===== src/rtl/wdog_pkg.sv =====
package wdog_pkg;

   // What the block does when the countdown runs out
   typedef enum logic {
      ACT_IRQ   = 1'b0,
      ACT_RESET = 1'b1
   } wdog_action_e;

endpackage


===== src/rtl/wdog_interval_decode.sv =====
module wdog_interval_decode #(
   parameter int MULT_W    = 5,
   parameter int RES_W     = 2,
   parameter int CNT_W     = 12,
   parameter bit USE_SHIFT = 1'b1
) (
   input  logic [MULT_W-1:0] mult,
   input  logic [RES_W-1:0]  res,
   output logic [CNT_W-1:0]  ticks,
   output logic              is_zero
);

   localparam int SHAMT_W = RES_W + 1;

   logic [SHAMT_W-1:0] shamt;
   assign shamt = {res, 1'b0};

   generate
      if (USE_SHIFT) begin : g_shift
         // power-of-four scale as a plain left shift
         assign ticks = CNT_W'(mult) << shamt;
      end else begin : g_mul
         logic [CNT_W-1:0] scale;
         assign scale = CNT_W'(1) << shamt;
         assign ticks = CNT_W'(mult) * scale;
      end
   endgenerate

   assign is_zero = (mult == '0);

endmodule


===== src/rtl/wdog_countdown.sv =====
module wdog_countdown #(
   parameter int CNT_W = 12
) (
   input  logic             clk,
   input  logic             rst_n,
   input  logic             load,
   input  logic [CNT_W-1:0] load_val,
   input  logic             load_arm,
   input  logic             tick,
   output logic             expire,
   output logic             armed
);

   logic [CNT_W-1:0] count;

   always_ff @(posedge clk) begin
      if (!rst_n) begin
         count <= '0;
         armed <= 1'b0;
      end else if (load) begin
         count <= load_val;
         armed <= load_arm;
      end else if (armed && tick) begin
         if (count == CNT_W'(1)) begin
            count <= '0;
            armed <= 1'b0;
         end else begin
            count <= count - CNT_W'(1);
         end
      end
   end

   assign expire = armed && tick && !load && (count == CNT_W'(1));


   armed_nonzero_chk: assert property (@(posedge clk) disable iff (!rst_n)
      armed |-> (count != '0));


   idle_hold_chk: assert property (@(posedge clk) disable iff (!rst_n)
      (!tick && !load) |=> $stable(count));


   disarm_after_fire_chk: assert property (@(posedge clk) disable iff (!rst_n)
      expire |=> !armed);

endmodule


===== src/rtl/wdog_expiry_route.sv =====
module wdog_expiry_route
   import wdog_pkg::*;
(
   input  logic         clk,
   input  logic         rst_n,
   input  logic         load,
   input  wdog_action_e load_action,
   input  logic         expire,
   output logic         rst_req,
   output logic         irq,
   output logic         flag
);

   wdog_action_e action;

   always_ff @(posedge clk) begin
      if (!rst_n) begin
         action  <= ACT_IRQ;
         rst_req <= 1'b0;
         irq     <= 1'b0;
         flag    <= 1'b0;
      end else begin
         if (load) action <= load_action;
         rst_req <= expire && (action == ACT_RESET);
         irq     <= expire && (action == ACT_IRQ);
         if (load)
            flag <= 1'b0;
         else if (expire && (action == ACT_IRQ))
            flag <= 1'b1;
      end
   end


   exclusive_out_chk: assert property (@(posedge clk) disable iff (!rst_n)
      !(irq && rst_req));


   rst_single_chk: assert property (@(posedge clk) disable iff (!rst_n)
      rst_req |=> !rst_req);


   irq_single_chk: assert property (@(posedge clk) disable iff (!rst_n)
      irq |=> !irq);


   flag_with_irq_chk: assert property (@(posedge clk) disable iff (!rst_n)
      $rose(flag) |-> irq);


   write_clears_chk: assert property (@(posedge clk) disable iff (!rst_n)
      load |=> !flag);

endmodule


===== src/rtl/wdog_prescaled.sv =====
module wdog_prescaled
   import wdog_pkg::*;
#(
   parameter int DATA_W    = 8,
   parameter int MULT_W    = 5,
   parameter int RES_W     = 2,
   parameter int CNT_W     = 12,
   parameter bit USE_SHIFT = 1'b1
) (
   input  logic              clk,
   input  logic              rst_n,
   input  logic              cfg_we,
   input  logic [DATA_W-1:0] cfg_wdata,
   input  logic              tick,
   output logic              sys_rst_req,
   output logic              wdt_irq,
   output logic              expired_flag
);

   localparam int  MULT_LSB  = RES_W;
   localparam int  STEER_BIT = RES_W + MULT_W;
   localparam int  MAX_SHIFT = 2 * ((1 << RES_W) - 1);
   localparam longint MAX_TICKS = longint'((1 << MULT_W) - 1) << MAX_SHIFT;

   generate
      if (STEER_BIT != DATA_W - 1) begin : g_bad_layout
         $error("steering bit must be the top bit of the code byte");
      end
      if (MAX_TICKS >= (longint'(1) << CNT_W)) begin : g_bad_cnt
         $error("CNT_W too narrow for the largest coded interval");
      end
   endgenerate

   logic [MULT_W-1:0] code_mult;
   logic [RES_W-1:0]  code_res;
   logic [CNT_W-1:0]  code_ticks;
   logic              code_zero;
   logic              fire;
   logic              armed;
   wdog_action_e      code_action;

   assign code_res    = cfg_wdata[RES_W-1:0];
   assign code_mult   = cfg_wdata[MULT_LSB +: MULT_W];
   assign code_action = wdog_action_e'(cfg_wdata[STEER_BIT]);

   wdog_interval_decode #(
      .MULT_W   (MULT_W),
      .RES_W    (RES_W),
      .CNT_W    (CNT_W),
      .USE_SHIFT(USE_SHIFT)
   ) u_decode (
      .mult   (code_mult),
      .res    (code_res),
      .ticks  (code_ticks),
      .is_zero(code_zero)
   );

   wdog_countdown #(
      .CNT_W(CNT_W)
   ) u_count (
      .clk     (clk),
      .rst_n   (rst_n),
      .load    (cfg_we),
      .load_val(code_ticks),
      .load_arm(!code_zero),
      .tick    (tick),
      .expire  (fire),
      .armed   (armed)
   );

   wdog_expiry_route u_route (
      .clk        (clk),
      .rst_n      (rst_n),
      .load       (cfg_we),
      .load_action(code_action),
      .expire     (fire),
      .rst_req    (sys_rst_req),
      .irq        (wdt_irq),
      .flag       (expired_flag)
   );


   zero_code_idle_chk: assert property (@(posedge clk) disable iff (!rst_n)
      (cfg_we && (cfg_wdata[STEER_BIT-1:MULT_LSB] == '0)) |=> !armed);


   write_wins_chk: assert property (@(posedge clk) disable iff (!rst_n)
      cfg_we |-> !fire);

endmodule


===== config.mk =====
export PLATFORM = sky130hd
export DESIGN_NAME = wdog_prescaled
export DESIGN_NICKNAME = d
export VERILOG_FILES = /design/src/rtl/wdog_pkg.sv /design/src/rtl/wdog_interval_decode.sv /design/src/rtl/wdog_countdown.sv /design/src/rtl/wdog_expiry_route.sv /design/src/rtl/wdog_prescaled.sv
export SDC_FILE = /design/constraint.sdc
export NUM_CORES = 1
export LEC_CHECK = 0
export BUFFER_PORTS_ARGS = -buffer_cell sky130_fd_sc_hd__buf_2
export CAP_MARGIN = 20
export CORE_MARGIN = 5
export CORE_UTILIZATION = 48
export DETAILED_ROUTE_END_ITERATION = 12
export GPL_TIMING_DRIVEN = 1
export PLACE_DENSITY_LB_ADDON = 0.1
export SYNTH_ARGS = -nofsm -noshare
export SYNTH_HDL_FRONTEND = slang
export SYNTH_SLANG_ARGS = --single-unit

===== constraint.sdc =====
create_clock -name clk -period 4.1 [get_ports clk]
set_input_delay 0.41 -clock clk [delete_from_list [all_inputs] [get_ports clk]]
set_output_delay 0.41 -clock clk [all_outputs]
set_load 0.005 [all_outputs]

# [After elaboration in Yosys (flattened, before gate mapping)]
# Cells that the tools add are included.
[totals] ff_bits=17 out_inout_bits=3 in_bits=12 elab_cells=29
[classes] n_mux=6 n_bitwise=2 n_addsub=1 eq_ne=1 shifts=1 reduce_logical=12
[op_table] op="12-bit two-way mux" n=3
[op_table] op="12-bit by 1-bit equality test with 1-bit output, second input constant" n=1
[op_table] op="5-bit by 3-bit left shift with 12-bit output" n=1
[op_table] op="12-bit by 1-bit subtractor with 12-bit output, second input constant" n=1
[op_table] op="1-bit logical AND" n=5
[op_table] op="5-bit zero test" n=1
[op_table] op="2-bit nonzero test" n=2
[op_table] op="1-bit two-way mux" n=3
[op_table] op="1-bit zero test" n=2
[op_table] op="1-bit inverter" n=2
[op_table] op="2-bit AND reduction" n=1
[op_table] op="2-bit OR reduction" n=1

# [Logic depth before layout (Yosys ltp)]
[depth] ltp_word=4 depth_mapped=6 mapped_depth_nobuf=6

# [By module]
# From an unflattened synthesis, not the netlist that was laid out.
[unflattened] cells_unflattened=138 hier_area_um2=1136.1
[modules_own_cells] mod="wdog_countdown" n_inst=1 area_per_inst_um2=835.8 cells_each=101 seq_area_each_um2=260.2
[modules_own_cells] mod="wdog_interval_decode" n_inst=1 area_per_inst_um2=165.2 cells_each=24 seq_area_each_um2=0.0
[modules_own_cells] mod="wdog_expiry_route" n_inst=1 area_per_inst_um2=131.4 cells_each=12 seq_area_each_um2=80.1
[modules_own_cells] mod="wdog_prescaled" n_inst=1 area_per_inst_um2=3.8 cells_each=1 seq_area_each_um2=0.0

# [Worst setup path before layout]
# OpenSTA, ideal clock, no wires.
[synth_path] path_kind="register to register" start="reg u_count.count[5]" end="reg u_count.count[11]" slack_ns=2.495 required_time_ns=4.030 arrival_time_ns=1.535 setup_time_ns=0.070 path_stages_with_launch=5 n_path_buf=0 period_less_slack_ns=1.605 path_cell_list="dfxtp_1 or3_1 or4_1 or3_1 a21oi_1"
[synth_via] elab_chain_len=4
[synth_lines] item="start, declared" line_no="wdog_countdown.sv:14" rtl="logic [CNT_W-1:0] count;"
[synth_lines] item="start signal, assigned" line_no="wdog_countdown.sv:21" rtl="count <= load_val;"
[synth_lines] item="start signal, assigned" line_no="wdog_countdown.sv:28" rtl="count <= count - CNT_W'(1);"
[synth_lines] item="12-bit by 1-bit subtractor with 12-bit output / 12-bit by 1-bit equality test with 1-bit output (equally long branches)" line_no="wdog_countdown.sv:28, wdog_countdown.sv:24"
[synth_lines] item="12-bit two-way mux (*)" line_no="wdog_countdown.sv:24" rtl="if (count == CNT_W'(1)) begin"
[synth_lines] item="12-bit two-way mux (*)" line_no="wdog_countdown.sv:23" rtl="end else if (armed && tick) begin"
[synth_lines] item="12-bit two-way mux (*)" line_no="wdog_countdown.sv:20" rtl="end else if (load) begin"
# Mark *: on every way between the ends. The rest lies on a longest branch, timed or not. The select of a mux whose other input is x is not followed.
# A chain may end at the register's enable or synchronous reset.

# [Worst setup path after layout]
[layout_path] start="reg u_count.count[0]" end="reg u_count.count[6]"
# Same word-level chain as after synthesis.

==> metrics.txt <==
IO Count 15; PortBufs 14; chip height around 57 um; Synth-to-Final Area Change 10.7%; Cell Rows 17; static leakage power 0.460 nW; number of distinct library cells after synthesis 38; first-pass GRT wire length 4660 um; Starting Density 0.490; htree depth 1; Syn Area/Cell 7.85 um^2; cell count after synthesis 134; DR vias/cell roughly 6.3; # Post-CTS Setup Buffers 0; Worst R2R Path Depth 6; hold depth 3; FFs w/ async S/R, synth 0; dpl hpwl 2140 um; flop and latch count out of synthesis 17; setup violators final 0; Max Clk Rate 0.521 GHz; Synth Cell Area 0.00105 mm^2; largest net degree at the start of global routing 21; internal power 0.000257 W; fraction of layout cells with a size suffix above 1 0.143; drt wl/cell approximately 17 um; detailed-route wire length 2910 um; area leader, netlist dfxtp_1; crit path capture u_count.count[6]; Placer Congestion 0.933; Critical Path Source u_count.count[0]; yosys warns 0; clock-pin slew on the worst setup and hold paths about 0.10 ns; Period Utilization, post-route 0.468; Pwr per Cell Area 340 mW/mm^2; most common cell in the netlist dfxtp_1; top post-synthesis cells by area dfxtp_1 32%, mux2i_1 4.8%, a21oi_1 4.3%; clk root buf clkbuf_4; P_sw 0.000140 W; post-CTS sizing 0; post-synth top area share 0.323; Post-CTS Hold Buffers 0; initial antenna violation count 0; Switching Share 0.352; core area 0.00215 mm^2; Max-cap violations 0; Final Hold Viols 0; Seq pwr share 0.485; post-synthesis sequential area ratio 0.323; Worst EP required 4.33 ns; CP Launch Type register; final net count 162; Setup CP Type reg -> reg; Synth Net Count ~150; clock latency at the later pin of the worst-skew pair between 0.2 and 0.3 ns; Longest Clk Path Bufs 2; top post-synthesis cells by count 17 x dfxtp_1, 12 x nor2_1, 9 x a21oi_1; Max Slew Vio Count 0; Die W roughly 57 um; Slew headroom 0.526; CP max FO 5; Via Count around 1100; status complete, no violations; number of remaining DRC errors 0; Clk pwr share 0.236; CP Capture Type register; reg2reg start u_count.count[0]; internal reg-to-reg setup slack 2.18 ns; die area 0.00323 mm^2; ys flop type dfxtp_1; WHS 0.342 ns; GRT Util Overall 0.181; Sink Count 17; Reg2Reg Capture Point u_count.count[6]; Fin Setup TNS 0 ns; Worst Hold Class in -> reg; vias in the first global route 965; Worst Skew 0.00128 ns; CTS tree yes; combinational share of power 0.280; number of buffers created by CTS 3; EDFF count, synth 0; Ant. Diodes 0; 1st-iter DRT viols 70; Peak VDD IR 0.179 mV; Worst-Margin Slew 0.706 ns; fill count 218; CP Data Arrival Time roughly 2.2 ns; drt pass-1 iters 4; Remaining Overflow, GRT 0; post-route ant nets 0; RSZ-0062 raised after global routing false; crit path time final 1.92 ns
state kept, by name, indices dropped and copies added, names as in the netlist:
name             cells
u_count.armed        1
u_count.count       12
u_route.action       1
u_route.flag         1
u_route.irq          1
u_route.rst_req      1
worst max-delay path, stage by stage, from the launching register on:
cell      delay [ns]
dfxtp_1         0.36
inv_1           0.12
ha_1            0.25
nand2b_1        0.13
or3b_1          0.40
or4_1           0.44
a21oi_1         0.15
per-layer routing:
metal	track usage	routed length, um
met5	0	0
met4	0.0430	36
met1	0.249	1250
met2	0.277	1370
met3	0.0506	253
metrics by stage:
| step | power [W] | setup slack (ns) | util | instances | instance area [um^2] |
|---|---|---|---|---|---|
| 5_1_grt | 0.000417 | 2.04 | 0.542 | 175 | 1160 |
| 4_1_cts | 0.000392 | 2.22 | 0.542 | 175 | 1160 |
| 6_report | 0.000397 | 2.18 | 0.542 | 175 | 1160 |
| 3_3_place_gp | 0.000302 | 2.34 | 0.529 | 171 | 1140 |
| 3_5_place_dp | 0.000303 | 2.29 | 0.529 | 171 | 1140 |
| 2_1_floorplan | 0.000271 | 2.50 | - | 134 | 1050 |
cells in the final DEF, fill, tap and decap left out, types with 4 or more instances in the layout:
cell | Yosys | layout
dfxtp_1 | 17 | 17
buf_2 | 0 | 14
nor2_1 | 12 | 12
a21oi_1 | 9 | 9
o21ai_0 | 8 | 8
nand2_1 | 8 | 8
nand3_1 | 7 | 7
inv_1 | 6 | 6
mux2i_1 | 5 | 5
nor3_1 | 4 | 4
a31oi_1 | 4 | 4
or4_1 | 4 | 4
nand4_1 | 4 | 4
power groups by stage:
stage	combinational, W	clock (W)	sequential [W]
floorplan	0.0000809	0	0.000190
global placement	0.000106	0	0.000195
detailed placement	0.000107	0	0.000195
CTS	0.000109	0.0000921	0.000192
global route	0.000123	0.0000999	0.000194
finish	0.000111	0.0000935	0.000192
how the worst min path moves through the flow:
stage                   start        endpoint
2_1_floorplan  u_route.action     u_route.irq
3_3_place_gp     u_route.flag    u_route.flag
3_5_place_dp     u_route.flag    u_route.flag
4_1_cts          cfg_wdata[7]  u_route.action
5_1_grt          cfg_wdata[7]  u_route.action
6_report         cfg_wdata[7]  u_route.action
cell families (layout without fill, tap and decap cells):
group,after synthesis,in the layout,share of synthesized area
buf+inv,11,24,0.0404
mux,5,5,0.0476
compound gates,38,38,0.229
simple gates,61,61,0.335
fa+ha+maj,2,2,0.0238
flops,17,17,0.323
layout make-up:
class / count / area [um^2] / area share
tap: 28 / 35.0 / 0.0301
inverter: 6 / 22.5 / 0.0193
clock inverter: 1 / 5.00 / 0.00430
clock buffer: 3 / 22.5 / 0.0193
multi-input combinational: 106 / 669 / 0.575
timing repair buffer: 14 / 70.1 / 0.0602
sequential: 17 / 340 / 0.292
(Power assumes the default switching activity.)
